===== config.mk =====
export PLATFORM = sky130hd
export DESIGN_NAME = sync_shift_port
export DESIGN_NICKNAME = d
export VERILOG_FILES = /design/src/rtl/ssp_pkg.sv /design/src/rtl/ssp_clkgen.sv /design/src/rtl/ssp_shifter.sv /design/src/rtl/sync_shift_port.sv
export SDC_FILE = /design/constraint.sdc
export NUM_CORES = 1
export LEC_CHECK = 0
export ABC_AREA = 1
export BUFFER_PORTS_ARGS = -buffer_cell sky130_fd_sc_hd__buf_4
export CAP_MARGIN = 20
export CORE_MARGIN = 1
export CORE_UTILIZATION = 39
export CTS_BUF_LIST = sky130_fd_sc_hd__clkbuf_4
export DETAILED_ROUTE_END_ITERATION = 6
export PLACE_DENSITY = 0.61
export SLEW_MARGIN = 20
export SYNTH_ARGS = -nofsm -noshare
export SYNTH_HDL_FRONTEND = slang
export SYNTH_HIERARCHICAL = 1
export SYNTH_SLANG_ARGS = --single-unit

===== constraint.sdc =====
create_clock -name clk -period 2.3 [get_ports clk]
set_input_delay 0 -clock clk [delete_from_list [all_inputs] [get_ports clk]]
set_output_delay 0 -clock clk [all_outputs]
set_load 0.01 [all_outputs]

===== src/rtl/ssp_pkg.sv =====
`timescale 1ns/1ps
package ssp_pkg;
  localparam int BYTE_W = 8;
  localparam int CKS_W  = 3;

  typedef enum logic {
    REG_CTRL = 1'b0,
    REG_DATA = 1'b1
  } reg_sel_e;

  // control/status bit positions
  localparam int B_DONE = 7;
  localparam int B_IEN  = 6;
  localparam int B_RXGO = 5;
  localparam int B_TXGO = 4;
endpackage


===== src/rtl/ssp_clkgen.sv =====
`timescale 1ns/1ps
module ssp_clkgen #(
  parameter int CKS_W = 3
) (
  input  logic             clk,
  input  logic             rst_n,
  input  logic             run,
  input  logic [CKS_W-1:0] sel,
  input  logic             sck_i,
  output logic             sck_o,
  output logic             sck_oe_o,
  output logic             rise_o,
  output logic             fall_o
);
  localparam int EXT_SEL = (1 << CKS_W) - 1;
  localparam int DIV_W   = EXT_SEL - 1;

  logic             ext;
  logic             run_int;
  logic [DIV_W-1:0] div_q, div_d, lim;
  logic             sck_q, sck_d;
  logic             tc;
  logic [2:0]       sync_q, sync_d;

  assign ext     = (sel == CKS_W'(EXT_SEL));
  assign run_int = run & ~ext;
  assign lim     = (DIV_W'(1) << sel) - DIV_W'(1);
  assign tc      = (div_q == lim);

  always_comb begin
    div_d  = div_q;
    sck_d  = sck_q;
    sync_d = {sync_q[1:0], sck_i};
    if (!run_int) begin
      div_d = '0;
      sck_d = 1'b1;
    end else if (tc) begin
      div_d = '0;
      sck_d = ~sck_q;
    end else begin
      div_d = div_q + DIV_W'(1);
    end
  end

  always_ff @(posedge clk or negedge rst_n) begin
    if (!rst_n) begin
      div_q  <= '0;
      sck_q  <= 1'b1;
      sync_q <= 3'b111;
    end else begin
      div_q  <= div_d;
      sck_q  <= sck_d;
      sync_q <= sync_d;
    end
  end

  always_comb begin
    if (ext) begin
      rise_o = run & sync_q[1] & ~sync_q[2];
      fall_o = run & ~sync_q[1] & sync_q[2];
    end else begin
      rise_o = run_int & tc & ~sck_q;
      fall_o = run_int & tc & sck_q;
    end
  end

  assign sck_o    = sck_q;
  assign sck_oe_o = ~ext;

  a_r9_single_edge: assert property (@(posedge clk) disable iff (!rst_n)
    !(rise_o && fall_o));
  a_r9_idle_high: assert property (@(posedge clk) disable iff (!rst_n)
    !run_int |=> sck_o);
endmodule


===== src/rtl/ssp_shifter.sv =====
`timescale 1ns/1ps
module ssp_shifter #(
  parameter int DATA_W = 8
) (
  input  logic              clk,
  input  logic              rst_n,
  input  logic              run,
  input  logic              tx,
  input  logic              rise,
  input  logic              fall,
  input  logic              load,
  input  logic [DATA_W-1:0] load_data,
  input  logic              sdi,
  output logic [DATA_W-1:0] data_o,
  output logic              sdo_o,
  output logic              done_o
);
  localparam int CNT_W = (DATA_W > 1) ? $clog2(DATA_W) : 1;
  localparam int LAST  = DATA_W - 1;

  logic [DATA_W-1:0] sr_q, sr_d;
  logic [CNT_W-1:0]  cnt_q, cnt_d;
  logic              sdo_q, sdo_d;

  always_comb begin
    sr_d  = sr_q;
    cnt_d = cnt_q;
    sdo_d = sdo_q;
    if (!run) begin
      cnt_d = '0;
      sdo_d = 1'b1;
      if (load) sr_d = load_data;
    end else begin
      if (fall && tx) sdo_d = sr_q[0];
      if (rise) begin
        sr_d  = {sdi, sr_q[DATA_W-1:1]};
        cnt_d = cnt_q + CNT_W'(1);
      end
    end
  end

  always_ff @(posedge clk or negedge rst_n) begin
    if (!rst_n) begin
      sr_q  <= '0;
      cnt_q <= '0;
      sdo_q <= 1'b1;
    end else begin
      sr_q  <= sr_d;
      cnt_q <= cnt_d;
      sdo_q <= sdo_d;
    end
  end

  assign done_o = run & rise & (cnt_q == CNT_W'(LAST));
  assign data_o = sr_q;
  assign sdo_o  = sdo_q;

  a_r12_hold_while_running: assert property (@(posedge clk) disable iff (!rst_n)
    (run && !rise) |=> $stable(sr_q));
  a_r4_sdo_idle: assert property (@(posedge clk) disable iff (!rst_n)
    !run |=> sdo_o);
endmodule


===== src/rtl/sync_shift_port.sv =====
`timescale 1ns/1ps
module sync_shift_port
  import ssp_pkg::*;
#(
  parameter int DATA_W = BYTE_W,
  parameter int SEL_W  = CKS_W
) (
  input  logic              clk,
  input  logic              rst_n,
  input  logic              stop_i,
  input  logic              reg_sel_i,
  input  logic              wr_i,
  input  logic              rd_i,
  input  logic [DATA_W-1:0] wdata_i,
  output logic [DATA_W-1:0] rdata_o,
  output logic              irq_o,
  output logic              sck_o,
  output logic              sck_oe_o,
  input  logic              sck_i,
  output logic              sdo_o,
  input  logic              sdi_i
);
  logic             done_q, done_d;
  logic             ien_q, ien_d;
  logic             rxgo_q, rxgo_d;
  logic             txgo_q, txgo_d;
  logic [SEL_W-1:0] cks_q, cks_d;

  logic              ctrl_wr, data_wr, data_acc, both_go, ctrl_ok, restart;
  logic              active, run, rise, fall, xfer_done;
  logic [DATA_W-1:0] shreg;
  logic [7:0]        ctrl_view;

  assign ctrl_wr  = wr_i & (reg_sel_i == REG_CTRL);
  assign data_wr  = wr_i & (reg_sel_i == REG_DATA);
  assign data_acc = (wr_i | rd_i) & (reg_sel_i == REG_DATA);
  assign both_go  = wdata_i[B_RXGO] & wdata_i[B_TXGO];
  assign ctrl_ok  = ctrl_wr & ~both_go;
  assign restart  = ctrl_ok & (wdata_i[B_RXGO] | wdata_i[B_TXGO]);
  assign active   = rxgo_q | txgo_q;
  assign run      = active & ~restart;

  ssp_clkgen #(.CKS_W(SEL_W)) u_clk (
    .clk      (clk),
    .rst_n    (rst_n),
    .run      (run),
    .sel      (cks_q),
    .sck_i    (sck_i),
    .sck_o    (sck_o),
    .sck_oe_o (sck_oe_o),
    .rise_o   (rise),
    .fall_o   (fall)
  );

  ssp_shifter #(.DATA_W(DATA_W)) u_shift (
    .clk       (clk),
    .rst_n     (rst_n),
    .run       (run),
    .tx        (txgo_q),
    .rise      (rise),
    .fall      (fall),
    .load      (data_wr),
    .load_data (wdata_i),
    .sdi       (sdi_i),
    .data_o    (shreg),
    .sdo_o     (sdo_o),
    .done_o    (xfer_done)
  );

  // next state: bus write, then completion, then stop
  always_comb begin
    done_d = done_q;
    ien_d  = ien_q;
    rxgo_d = rxgo_q;
    txgo_d = txgo_q;
    cks_d  = cks_q;
    if (ctrl_ok) begin
      ien_d  = wdata_i[B_IEN];
      rxgo_d = wdata_i[B_RXGO];
      txgo_d = wdata_i[B_TXGO];
      cks_d  = wdata_i[SEL_W-1:0];
    end
    if (data_acc) done_d = 1'b0;
    if (xfer_done) begin
      done_d = 1'b1;
      rxgo_d = 1'b0;
      txgo_d = 1'b0;
    end
    if (stop_i) begin
      done_d = 1'b0;
      rxgo_d = 1'b0;
    end
  end

  always_ff @(posedge clk or negedge rst_n) begin
    if (!rst_n) begin
      done_q <= 1'b0;
      ien_q  <= 1'b0;
      rxgo_q <= 1'b0;
      txgo_q <= 1'b0;
      cks_q  <= '0;
    end else begin
      done_q <= done_d;
      ien_q  <= ien_d;
      rxgo_q <= rxgo_d;
      txgo_q <= txgo_d;
      cks_q  <= cks_d;
    end
  end

  always_comb begin
    ctrl_view = '0;
    ctrl_view[B_DONE] = done_q;
    ctrl_view[B_IEN]  = ien_q;
    ctrl_view[B_RXGO] = rxgo_q;
    ctrl_view[B_TXGO] = txgo_q;
    ctrl_view[SEL_W-1:0] = cks_q;
  end

  assign rdata_o = (reg_sel_i == REG_CTRL) ? DATA_W'(ctrl_view) : shreg;
  assign irq_o   = done_q & ien_q;

  a_r3_never_both: assert property (@(posedge clk) disable iff (!rst_n)
    !(rxgo_q && txgo_q));
  a_r6_done_sets_flag: assert property (@(posedge clk) disable iff (!rst_n)
    (xfer_done && !stop_i) |=> (done_q && !rxgo_q && !txgo_q));
  a_r8_access_clears: assert property (@(posedge clk) disable iff (!rst_n)
    (data_acc && !xfer_done) |=> !done_q);
  a_r11_stop_clears: assert property (@(posedge clk) disable iff (!rst_n)
    stop_i |=> (!done_q && !rxgo_q));
  a_r7_irq_needs_flag: assert property (@(posedge clk) disable iff (!rst_n)
    irq_o |-> (rdata_o[B_DONE] || reg_sel_i == REG_DATA));
endmodule


# Yosys cells after proc, flatten, opt, wreduce, memory -nomap -nowiden
# Index checks and enable logic that the tools add are counted.
# Widths: inputs -> output; s select.
[classes] add_sub_neg=3 eq_ne=6 shift=1 muxes=22 bitwise=28 n_reduce_logical=6
[op_table] cell="$mux 8" count=4
[op_table] cell="$and 1x1->1" count=18
[op_table] cell="$mux 1" count=14
[op_table] cell="$mux 6" count=2
[op_table] cell="$not 1->1" count=7
[op_table] cell="$add 6x1->6 const B" count=1
[op_table] cell="$eq 3x3->1 const B" count=2
[op_table] cell="$eq 6x6->1" count=1
[op_table] cell="$mux 3" count=2
[op_table] cell="$reduce_bool 3->1" count=2
[op_table] cell="$shl 1x3->6 const A" count=1
[op_table] cell="$sub 6x2->6 const B" count=1
[op_table] cell="$ne 2x1->1 const B" count=2
[op_table] cell="$reduce_bool 2->1" count=2
[op_table] cell="$add 3x1->3 const B" count=1
[op_table] cell="$or 1x1->1" count=3
[op_table] cell="$ne 2x2->1 const B" count=1
[op_table] cell="$reduce_and 2->1" count=1
[op_table] cell="$logic_and 1x1->1" count=1
[word_totals] reg_bits=29 in_bits=16 output_inout_bits=12

# Logic depth before layout (Yosys ltp)
# Gate-level depths: netlist of the first run.
[logic_depth] word_depth=14 mapped_depth=18

# Hierarchy
# Netlist of the first run, hierarchy kept.
[modules_own_cells] module="ssp_clkgen" n_inst=1 cells_each=102 area_per_inst_um2=713.2 seq_area_each_um2=255.2
[modules_own_cells] module="ssp_shifter" n_inst=1 cells_each=84 area_per_inst_um2=635.6 seq_area_each_um2=301.5
[modules_own_cells] module="sync_shift_port" n_inst=1 cells_each=68 area_per_inst_um2=446.7 seq_area_each_um2=175.2

# Least setup slack after synthesis of the first run
# No wires, ideal clock.
[synth_timing] kind="register to register" from="register cks_q[2]" to="register txgo_q" setup_time_ns=0.117 t_arrival_ns=2.123 required_ns=2.183 path_slack_ns=0.059 stages_incl_launch_ff=19 path_buffers=2 cell_sequence="dfrtp_1 > buf_4 > nor2_1 > nand2_1 > ha_1 > inv_1 > nand2_1 > nand2_1 > nor2_1 > nand3_1 > nor2_2 > nand3_1 > o21ai_0 > nand2_2 > buf_4 > nor2_1 > inv_1 > nand4_1 > nand2_1"
[synth_via] elab_chain_len=9
[synth_lines] item="start: declaration" line_no="sync_shift_port.sv:27" rtl="logic [SEL_W-1:0] cks_q, cks_d;"
[synth_lines] item="start signal: assignment" line_no="sync_shift_port.sv:107" rtl="cks_q <= cks_d;"
[synth_lines] item="$shl 1x3->6 / $eq 3x3->1 (equally long branches)" line_no="ssp_clkgen.sv:27, ssp_clkgen.sv:25"
[synth_lines] item="$sub 6x2->6 / $not 1->1 (equally long branches)" line_no="ssp_clkgen.sv:27, ssp_clkgen.sv:26"
[synth_lines] item="$eq 6x6->1 / $and 1x1->1 (equally long branches)" line_no="ssp_clkgen.sv:28, ssp_clkgen.sv:26"
[synth_lines] item="$and 1x1->1 (2 in a row)" line_no="ssp_clkgen.sv:62" rtl="rise_o = run_int & tc & ~sck_q;"
[synth_lines] item="$mux 1 *" line_no="ssp_clkgen.sv:58" rtl="if (ext) begin"
[synth_lines] item="named net rise" line_no="sync_shift_port.sv:30" rtl="logic active, run, rise, fall, xfer_done;"
[synth_lines] item="$and 1x1->1 * (2 in a row)" line_no="ssp_shifter.sv:54" rtl="assign done_o = run & rise & (cnt_q == CNT_W'(LAST));"
[synth_lines] item="named net xfer_done" line_no="sync_shift_port.sv:30"
[synth_lines] item="$mux 1 / $reduce_bool 2->1 (equally long branches)"
[synth_lines] item="end signal: assignment" line_no="sync_shift_port.sv:106" rtl="txgo_q <= txgo_d;"
[synth_lines] item="end: declaration" line_no="sync_shift_port.sv:26" rtl="logic txgo_q, txgo_d;"
# The timed path passes the listed nets; every way through them passes the cells marked *.
# A chain may end at the register's enable or synchronous reset.

# Final worst setup path of the first run
[layout_timing] from="register cks_q[1]" to="register txgo_q"
# The elaborated chain is that of the path after synthesis.

==> results of run 1 <==
through the flow:
stage	total power (W)	worst slack, ns	hold slack (ns)
after floorplan	0.0009459	0.05932	-0.2956
after global placement	0.001103	0.04041	-0.04823
after detailed placement	0.001105	0.01763	-0.04510
after CTS	0.001433	0.04396	0.05462
after global routing	0.001558	-0.01318	0.08977
final	0.001443	0.1622	0.06316
per-layer routing:
metal / share of wire / GRT usage
met5: 0 / 0
met4: 0.013 / 0.06000
met3: 0.043 / 0.05051
met2: 0.46 / 0.2970
met1: 0.49 / 0.2597
cell families (layout without fill, tap and decap cells):
group	count (synthesis)	count (layout)	share of synthesized area
AOI/OAI and AO/OA	7	7	0.02229
xor gates and xnor gates	7	7	0.03415
buffers and inverters	36	89	0.08362
and+or+nand+nor	171	171	0.4244
DFF	29	29	0.4077
adders and majority gates	4	4	0.02788
what timing repair did:
action	in CTS	in global routing
endpoints found under the hold margin	44	0
buffers inserted	0	3
hold buffers	15	0
pin swaps	0	1
endpoints found under the setup margin	1	14
resized for setup	1	7
synth_stat cells:
library cell	instances
o21ai_2	1
a31oi_1	1
xnor2_1	3
xor2_1	4
nor3_1	1
nor2_4	1
ha_1	4
o21ai_1	3
inv_1	27
or2_2	1
nand3_2	2
nor2_1	14
inv_4	1
nand2_2	6
nand3_1	32
nand2_1	106
a21oi_1	1
buf_4	3
nor2_2	3
o21ai_0	1
nand3_4	1
nand4_1	2
inv_2	4
buf_2	1
nand2_4	2
dfstp_2	5
dfrtp_1	24
final timing paths:
| kind | end |
|---|---|
| max | txgo_q |
| min | cks_q[1] |
| max reg2reg | txgo_q |
| min reg2reg | u_clk/sync_q[1] |
| max in group asynchronous | u_clk/sync_q[2] |
| min in group asynchronous | u_shift/data_o[0] |
sequential cells by signal, summed over array words and instances (netlist names):
signal,flops
u_clk/div_q,6
u_shift/sdo_o,1
done_q,1
u_clk/sync_q,3
cks_q,3
u_shift/cnt_q,3
u_clk/sck_o,1
txgo_q,1
ien_q,1
rxgo_q,1
u_shift/data_o,8
area by class of cell:
cell class	instances	area, um^2
fillers	449	2066
clock inverters	3	12.51
repair buffers	49	409.1
multi-input cells	189	937.1
well taps	52	65.06
inverters	32	122.6
clock buffers	5	37.54
flip-flops and latches	29	734.5
worst max-delay path, delay by kind of cell (launching register included):
family	cells	cell delay, ns
simple gates	12	1.09
compound gates	1	0.08
buf+inv	2	0.13
fa+ha+maj	1	0.28
flops	1	0.45
report_power, final:
part / total [W] / switching (W) / internal [W] / leakage, nW
Combinational: 0.000503 / 0.000281 / 0.000221 / 0.849
Sequential: 0.000643 / 0.0000660 / 0.000577 / 0.366
Clock: 0.000296 / 0.000186 / 0.000110 / 0.0300
Total: 0.00144 / 0.000534 / 0.000909 / 1.24
==> flow_summary.json, run 1 <==
{
  "status": "completed",
  "ioPinCount": 28,
  "crit_type": "register to register",
  "antenna_cells": 0,
  "place.gp.congestion": 0.9245,
  "synth_nets": 274,
  "drt-pass1-iter-count": 4,
  "synthDistinctLibCells": 27,
  "setup_tns_ns": 0,
  "max_cap_viol_count": 0,
  "r2r.worst_path.cells": 16,
  "num_vias": 1692,
  "vdd_drop_max_mv": 0.3279,
  "slew_headroom": 0.7506,
  "slowest_stage": "dfrtp_2",
  "reg2reg_slack_ns": 0.16,
  "portBuffers": 27,
  "clock_skew_ns": 0.01133,
  "vias_per_cell": 4.713,
  "power.density_nw_per_um2": 622.2,
  "setup_viol": 0,
  "ys_seq_elements": 29,
  "finalWirelength_mm": 4.294,
  "worstPathRequired_ns": 2.53,
  "post_dp_cell_area_um2": 2066,
  "drtIter0Drc": 133,
  "ys_seq_area_frac": 0.4077,
  "fin_util": 0.5288,
  "drive_gt1_frac": 0.2345,
  "p_leak_nw": 1.245,
  "syn_avg_cell_area_um2": 7.069,
  "startpoint_type": "register",
  "netlist_area_um2": 1795,
  "root_buffer": "clkbuf_4",
  "cts_buffers": 5,
  "instances_no_fill": 359,
  "synth_area_leaders": "dfrtp_1 (33%), nand2_1 (22%), nand3_1 (8.9%)",
  "overflow": 0,
  "yosys_warnings": 6,
  "max_freq_ghz": 0.4678,
  "dieArea_um2": 4879,
  "clk_pin_slew_ns": 0.10,
  "clock-sinks": 29,
  "endpoint_kind": "register",
  "synth_top_area_share": 0.3345,
  "htreeDepth": 2,
  "post-route-min-period_ns": 2.138,
  "finalNetCount": 326,
  "hold_depth": 4,
  "die_w_um": 69.85,
  "ant_nets": 0,
  "placementRows": 24,
  "min_from": "reg_sel_i",
  "clk_path_buf_depth": 2,
  "track_usage": 0.1910,
  "placed_cells": 333,
  "grt_pass1_vias": 1619,
  "grt_max_degree": 30,
  "drc": 0,
  "slowest_delay_ns": 0.45,
  "hold_path.class": "input port to register",
  "antenna_found_initial": 0,
  "die_h_um": 69.85,
  "rr_startpoint": "cks_q[1]",
  "clk_latency_ns": 0.33,
  "critPathLaunch": "cks_q[1]",
  "finalCritPeriodShare": 0.9295,
  "cts_tree": "built",
  "crit_chain": "nor2_4 > nand2_2 > ha_4 > inv_1 > nand2_1 > nand2_1 > nor2_1 > nand3_1 > nor2_2 > nand3_1 > o21ai_2 > nand2_2 > nor2_4 > inv_1 > nand4_1 > nand2_1",
  "core_um2": 4384,
  "crit_path_frequent_cell": "nand2_1",
  "synthCells": 254,
  "start_util": 0.4095,
  "syn2layout_area_growth_pct": 29.13,
  "yosysTopAreaCell": "dfrtp_1",
  "worst_pin_slew_ns": 0.3741,
  "final_area_um2": 2318,
  "final_common_cell": "nand2_1",
  "cp_max_fo": 5,
  "hold_viol": 0,
  "final_cell_mix": "nand2_1 (106), buf_4 (33), nand3_1 (32)",
  "grt_first_pass_wirelength_mm": 7.320,
  "slew_viol_final": 0,
  "crit_arrival_ns": 2.37,
  "hpwl_mm": 3.052,
  "wl_per_cell_um": 11.96
}
Power figures use the tool's default switching activity.
==> run 2, diff against run 1 <==
Settings changed: BUFFER_PORTS_ARGS -buffer_cell sky130_fd_sc_hd__buf_4 to -buffer_cell sky130_fd_sc_hd__clkbuf_2, CORE_ASPECT_RATIO set to 1.75.
Clock period 2.3 ns to 1.8 ns, I/O delays scaled along.
==> flow_summary.json, run 2 (same netlist as run 1, synthesis figures left out) <==
{
  "post-route-min-period_ns": 2.060,
  "wl_per_cell_um": 12.30,
  "die_h_um": 91.76,
  "cp-endpoint": "u_shift/data_o[6]",
  "rr_startpoint": "cks_q[0]",
  "finalPower_w": 0.002075,
  "status": "complete, but fails checks",
  "cp_max_fo": 5,
  "p_leak_nw": 1.338,
  "antenna_found_initial": 0,
  "syn2layout_area_growth_pct": 37.07,
  "num_vias": 1796,
  "hpwl_mm": 3.344,
  "core_um2": 4404,
  "endpoint_kind": "register",
  "timing.hold.ws_ns": 0.02460,
  "grt_max_degree": 30,
  "cts_buffers": 5,
  "finalCritPeriodShare": 1.145,
  "fin_ws_ns": -0.2604,
  "reg2reg_slack_ns": -0.26,
  "drive_gt1_frac": 0.3156,
  "ioPinCount": 28,
  "power.density_nw_per_um2": 843.0,
  "worstPathRequired_ns": 2.02,
  "fillers": 444,
  "clk_pin_slew_ns": 0.10,
  "slew_headroom": 0.5175,
  "max_freq_ghz": 0.4853,
  "die_w_um": 53.29,
  "largest_reg_flops": 8,
  "cts_tree": "built",
  "setup_viol": 15,
  "antenna_cells": 0,
  "drtIter0Drc": 24,
  "clock-sinks": 29,
  "fin_util": 0.5588,
  "drt-pass1-iter-count": 4,
  "timing.rr.end": "u_shift/data_o[6]",
  "placementRows": 32,
  "crit_arrival_ns": 2.28,
  "violations": "setup timing",
  "max_cap_viol_count": 0,
  "place.gp.congestion": 0.8478,
  "htreeDepth": 2,
  "start_util": 0.4077,
  "worst_pin_slew_ns": 0.7237,
  "vias_per_cell": 4.841,
  "clk_path_buf_depth": 2,
  "r2r.worst_path.cells": 15,
  "hold_viol": 0,
  "finalNetCount": 339,
  "track_usage": 0.2076,
  "crit_type": "register to register",
  "slew_viol_final": 0,
  "ant_nets": 0,
  "startpoint_type": "register",
  "grt_setup_unrepaired": "yes",
  "root_buffer": "clkbuf_4",
  "grt_first_pass_wirelength_mm": 7.458,
  "overflow": 0,
  "grt_pass1_vias": 1768,
  "clk_latency_ns": 0.33,
  "final_cell_mix": "nand2_1 (98), nand3_1 (31), clkbuf_2 (27)",
  "critPathLaunch": "cks_q[0]",
  "hold_path.class": "input port to register",
  "portBuffers": 27,
  "drc": 0,
  "dieArea_um2": 4890,
  "clock_skew_ns": 0.01500,
  "final_common_cell": "nand2_1",
  "vdd_drop_max_mv": 0.5304,
  "finalWirelength_mm": 4.565
}
-- run 2: timing repair --
item                       CTS  global route
setup endpoints to repair   15            16
cloned                       0             1
hold buffers                13             0
resized for setup            2            15
hold endpoints to repair    36             0
setup buffers                2             3
pin swaps                    3             2
-- run 2: area by class of cell --
| cell class | instances | area [um^2] | share of cell area |
|---|---|---|---|
| Timing Repair Buffer | 62 | 460.4 | 0.1871 |
| Clock buffer | 6 | 45.04 | 0.01830 |
| Clock inverter | 2 | 33.78 | 0.01373 |
| Sequential cell | 29 | 733.2 | 0.2979 |
| Tap cell | 51 | 63.81 | 0.02593 |
| Inverter | 32 | 135.1 | 0.05491 |
| Multi-Input combinational cell | 189 | 989.7 | 0.4021 |
-- run 2: power breakdown --
group	switching (W)	internal, W
clock	0.000232	0.000304
combinational	0.000403	0.000320
sequential	0.0000783	0.000737
-- run 2: metal layers --
layer | GRT usage | share of wire | vias up
met2 | 0.3760 | 0.55 | 30
met3 | 0.02985 | 0.023 | 11
met4 | 0.09868 | 0.037 | 0
met1 | 0.2196 | 0.38 | 837
met5 | 0 | 0 | -
li1 | - | - | 918
-- run 2: through the flow --
step                worst slack [ns]  area (um^2)  std cells  TNS, ns
global placement             -0.2385         2130        344   -2.889
CTS                          -0.2459         2366        367   -2.970
floorplan                    -0.3007         1833        254   -2.312
global route                 -0.4460         2461        371   -6.215
finish                       -0.2604         2461        371   -3.117
detailed placement           -0.2865         2130        344   -3.509
-- run 2: worst max-delay path: stages, from the launching register on --
cell       delay (ns)
dfrtp_1          0.43
nor2_4           0.14
nand2_2          0.08
ha_4             0.28
inv_2            0.04
nand2_2          0.05
nand2_1          0.04
nor2_1           0.09
nand3_1          0.09
nor2_2           0.11
nand3_1          0.09
o21ai_2          0.09
nand2_4          0.11
clkbuf_16        0.18
nand3_1          0.09
nand2_1          0.05
-- run 2: how the worst min path moves through the flow --
stage / from / to / slack, ns / depth (start not counted)
after global routing: wr_i / rxgo_q / 0.02 / 3
after global placement: rst_n / u_clk/div_q[0] / 0.09 / 1
final: wr_i / rxgo_q / 0.02 / 3
after detailed placement: rst_n / u_clk/div_q[0] / 0.09 / 1
after floorplan: rst_n / cks_q[0] / -0.30 / 0
after CTS: wr_i / rxgo_q / 0.02 / 3
==> run 3, diff against run 2 <==
Settings changed: SETUP_SLACK_MARGIN set to 0.02.
==> flow_summary.json, run 3 (same netlist as run 1, synthesis figures left out) <==
{
  "cts_buffers": 5,
  "vdd_drop_max_mv": 0.5287,
  "die_h_um": 91.76,
  "slew_headroom": 0.5209,
  "final_common_cell": "nand2_1",
  "overflow": 0,
  "vias_per_cell": 4.887,
  "final_cell_mix": "nand2_1 (98), nand3_1 (31), clkbuf_2 (27)",
  "violations": "setup timing",
  "dieArea_um2": 4890,
  "clock-sinks": 29,
  "finalCritPeriodShare": 1.147,
  "largest_reg_flops": 8,
  "antenna_found_initial": 0,
  "placed_cells": 344,
  "fin_ws_ns": -0.2649,
  "seq_area_um2": 733.2,
  "place.gp.congestion": 0.8478,
  "comb_power_share": 0.351,
  "finalWirelength_mm": 4.557,
  "fin_util": 0.5594,
  "num_vias": 1813,
  "cts_tree": "built",
  "drc": 0,
  "drive_gt1_frac": 0.3188,
  "drtIter0Drc": 35,
  "syn2layout_area_growth_pct": 37.21,
  "grt_pass1_vias": 1768,
  "instances_no_fill": 371,
  "finalPower_w": 0.002078,
  "timing.hold.ws_ns": 0.02330,
  "max_cap_viol_count": 0,
  "ioPinCount": 28,
  "pwr-share-clk": 0.257,
  "antenna_cells": 0,
  "core_um2": 4404,
  "endpoint_kind": "register",
  "slew_viol_final": 0,
  "post-route-min-period_ns": 2.065,
  "clk_path_buf_depth": 2,
  "power.share.switching": 0.3446,
  "hold_viol": 0,
  "cp_max_fo": 5,
  "grt_first_pass_wirelength_mm": 7.458,
  "start_util": 0.4077,
  "p_leak_nw": 1.338,
  "hpwl_mm": 3.344,
  "p_seq_frac": 0.393,
  "fillers": 445,
  "grt_setup_unrepaired": "yes",
  "setup_viol": 15,
  "hold_path.class": "input port to register",
  "htreeDepth": 2,
  "setup_tns_ns": -3.208,
  "intPower_w": 0.001362,
  "p_sw_w": 0.0007162,
  "worstPathRequired_ns": 2.02,
  "multiInputGateArea_um2": 992.2,
  "status": "complete, but fails checks",
  "startpoint_type": "register",
  "clock_skew_ns": 0.01317,
  "finalNetCount": 339,
  "wl_per_cell_um": 12.28,
  "ant_nets": 0,
  "clk_latency_ns": 0.33,
  "crit_arrival_ns": 2.29,
  "grt_max_degree": 30,
  "track_usage": 0.2076,
  "placementRows": 32,
  "clk_pin_slew_ns": 0.10,
  "drt-pass1-iter-count": 4,
  "power.density_nw_per_um2": 843.5,
  "root_buffer": "clkbuf_4",
  "portBuffers": 27,
  "worst_pin_slew_ns": 0.7186,
  "max_freq_ghz": 0.4843,
  "die_w_um": 53.29,
  "crit_type": "register to register"
}
[run 3: critical path, stage by stage (launching register included)]
cell       delay (ns)
dfrtp_1          0.43
nor2_4           0.14
nand2_2          0.09
ha_4             0.28
inv_2            0.04
nand2_2          0.05
nand2_1          0.04
nor2_1           0.09
nand3_1          0.09
nor2_2           0.11
nand3_1          0.09
o21ai_2          0.09
nand2_4          0.11
clkbuf_16        0.18
nand3_1          0.09
nand2_1          0.05
[run 3: power groups by stage]
stage	clock network, W	registers, W	logic (W)
2_1_floorplan	0	0.000811	0.000418
3_3_place_gp	0	0.000831	0.000646
3_5_place_dp	0	0.000830	0.000653
4_1_cts	0.000551	0.000817	0.000691
5_1_grt	0.000575	0.000826	0.000825
6_report	0.000533	0.000816	0.000729
[run 3: path summary, 6_finish.rpt]
check,startpoint,to,depth (start not counted),slack [ns]
worst min register to register,u_clk/sync_q[0],u_clk/sync_q[1],0,0.36
min in group asynchronous,rst_n,u_clk/div_q[0],2,0.25
worst max-delay path,cks_q[0],u_shift/data_o[6],15,-0.26
max in group asynchronous,rst_n,cks_q[1],2,1.03
worst max register to register,cks_q[0],u_shift/data_o[6],15,-0.26
worst min-delay path,wr_i,rxgo_q,3,0.02
[run 3: metrics by stage]
step	cell area [um^2]	worst slack, ns
6_report	2464	-0.2649
4_1_cts	2366	-0.2459
3_5_place_dp	2130	-0.2865
3_3_place_gp	2130	-0.2385
2_1_floorplan	1833	-0.3007
5_1_grt	2464	-0.4460
[run 3: layout make-up]
cell class                 instances  share of cell area
clock buffer                       6             0.01828
timing repair buffer              62              0.1869
multi-input combinational        189              0.4027
sequential                        29              0.2976
tap                               51             0.02590
inverter                          32             0.05485
clock inverter                     2             0.01371
[run 3: layer usage]
layer,wire [um],track usage,part of all wire
met2,2568,0.3760,0.56
met5,0,0,0
met1,1747,0.2196,0.38
met4,125,0.09868,0.027
met3,117,0.02985,0.026
[run 3: timing repair]
item / CTS / global route
setup endpoints to repair: 15 / 18
setup buffers: 2 / 3
pin swaps: 3 / 2
hold buffers: 13 / 0
hold endpoints to repair: 36 / 0
resized for setup: 2 / 16
cloned: 0 / 1
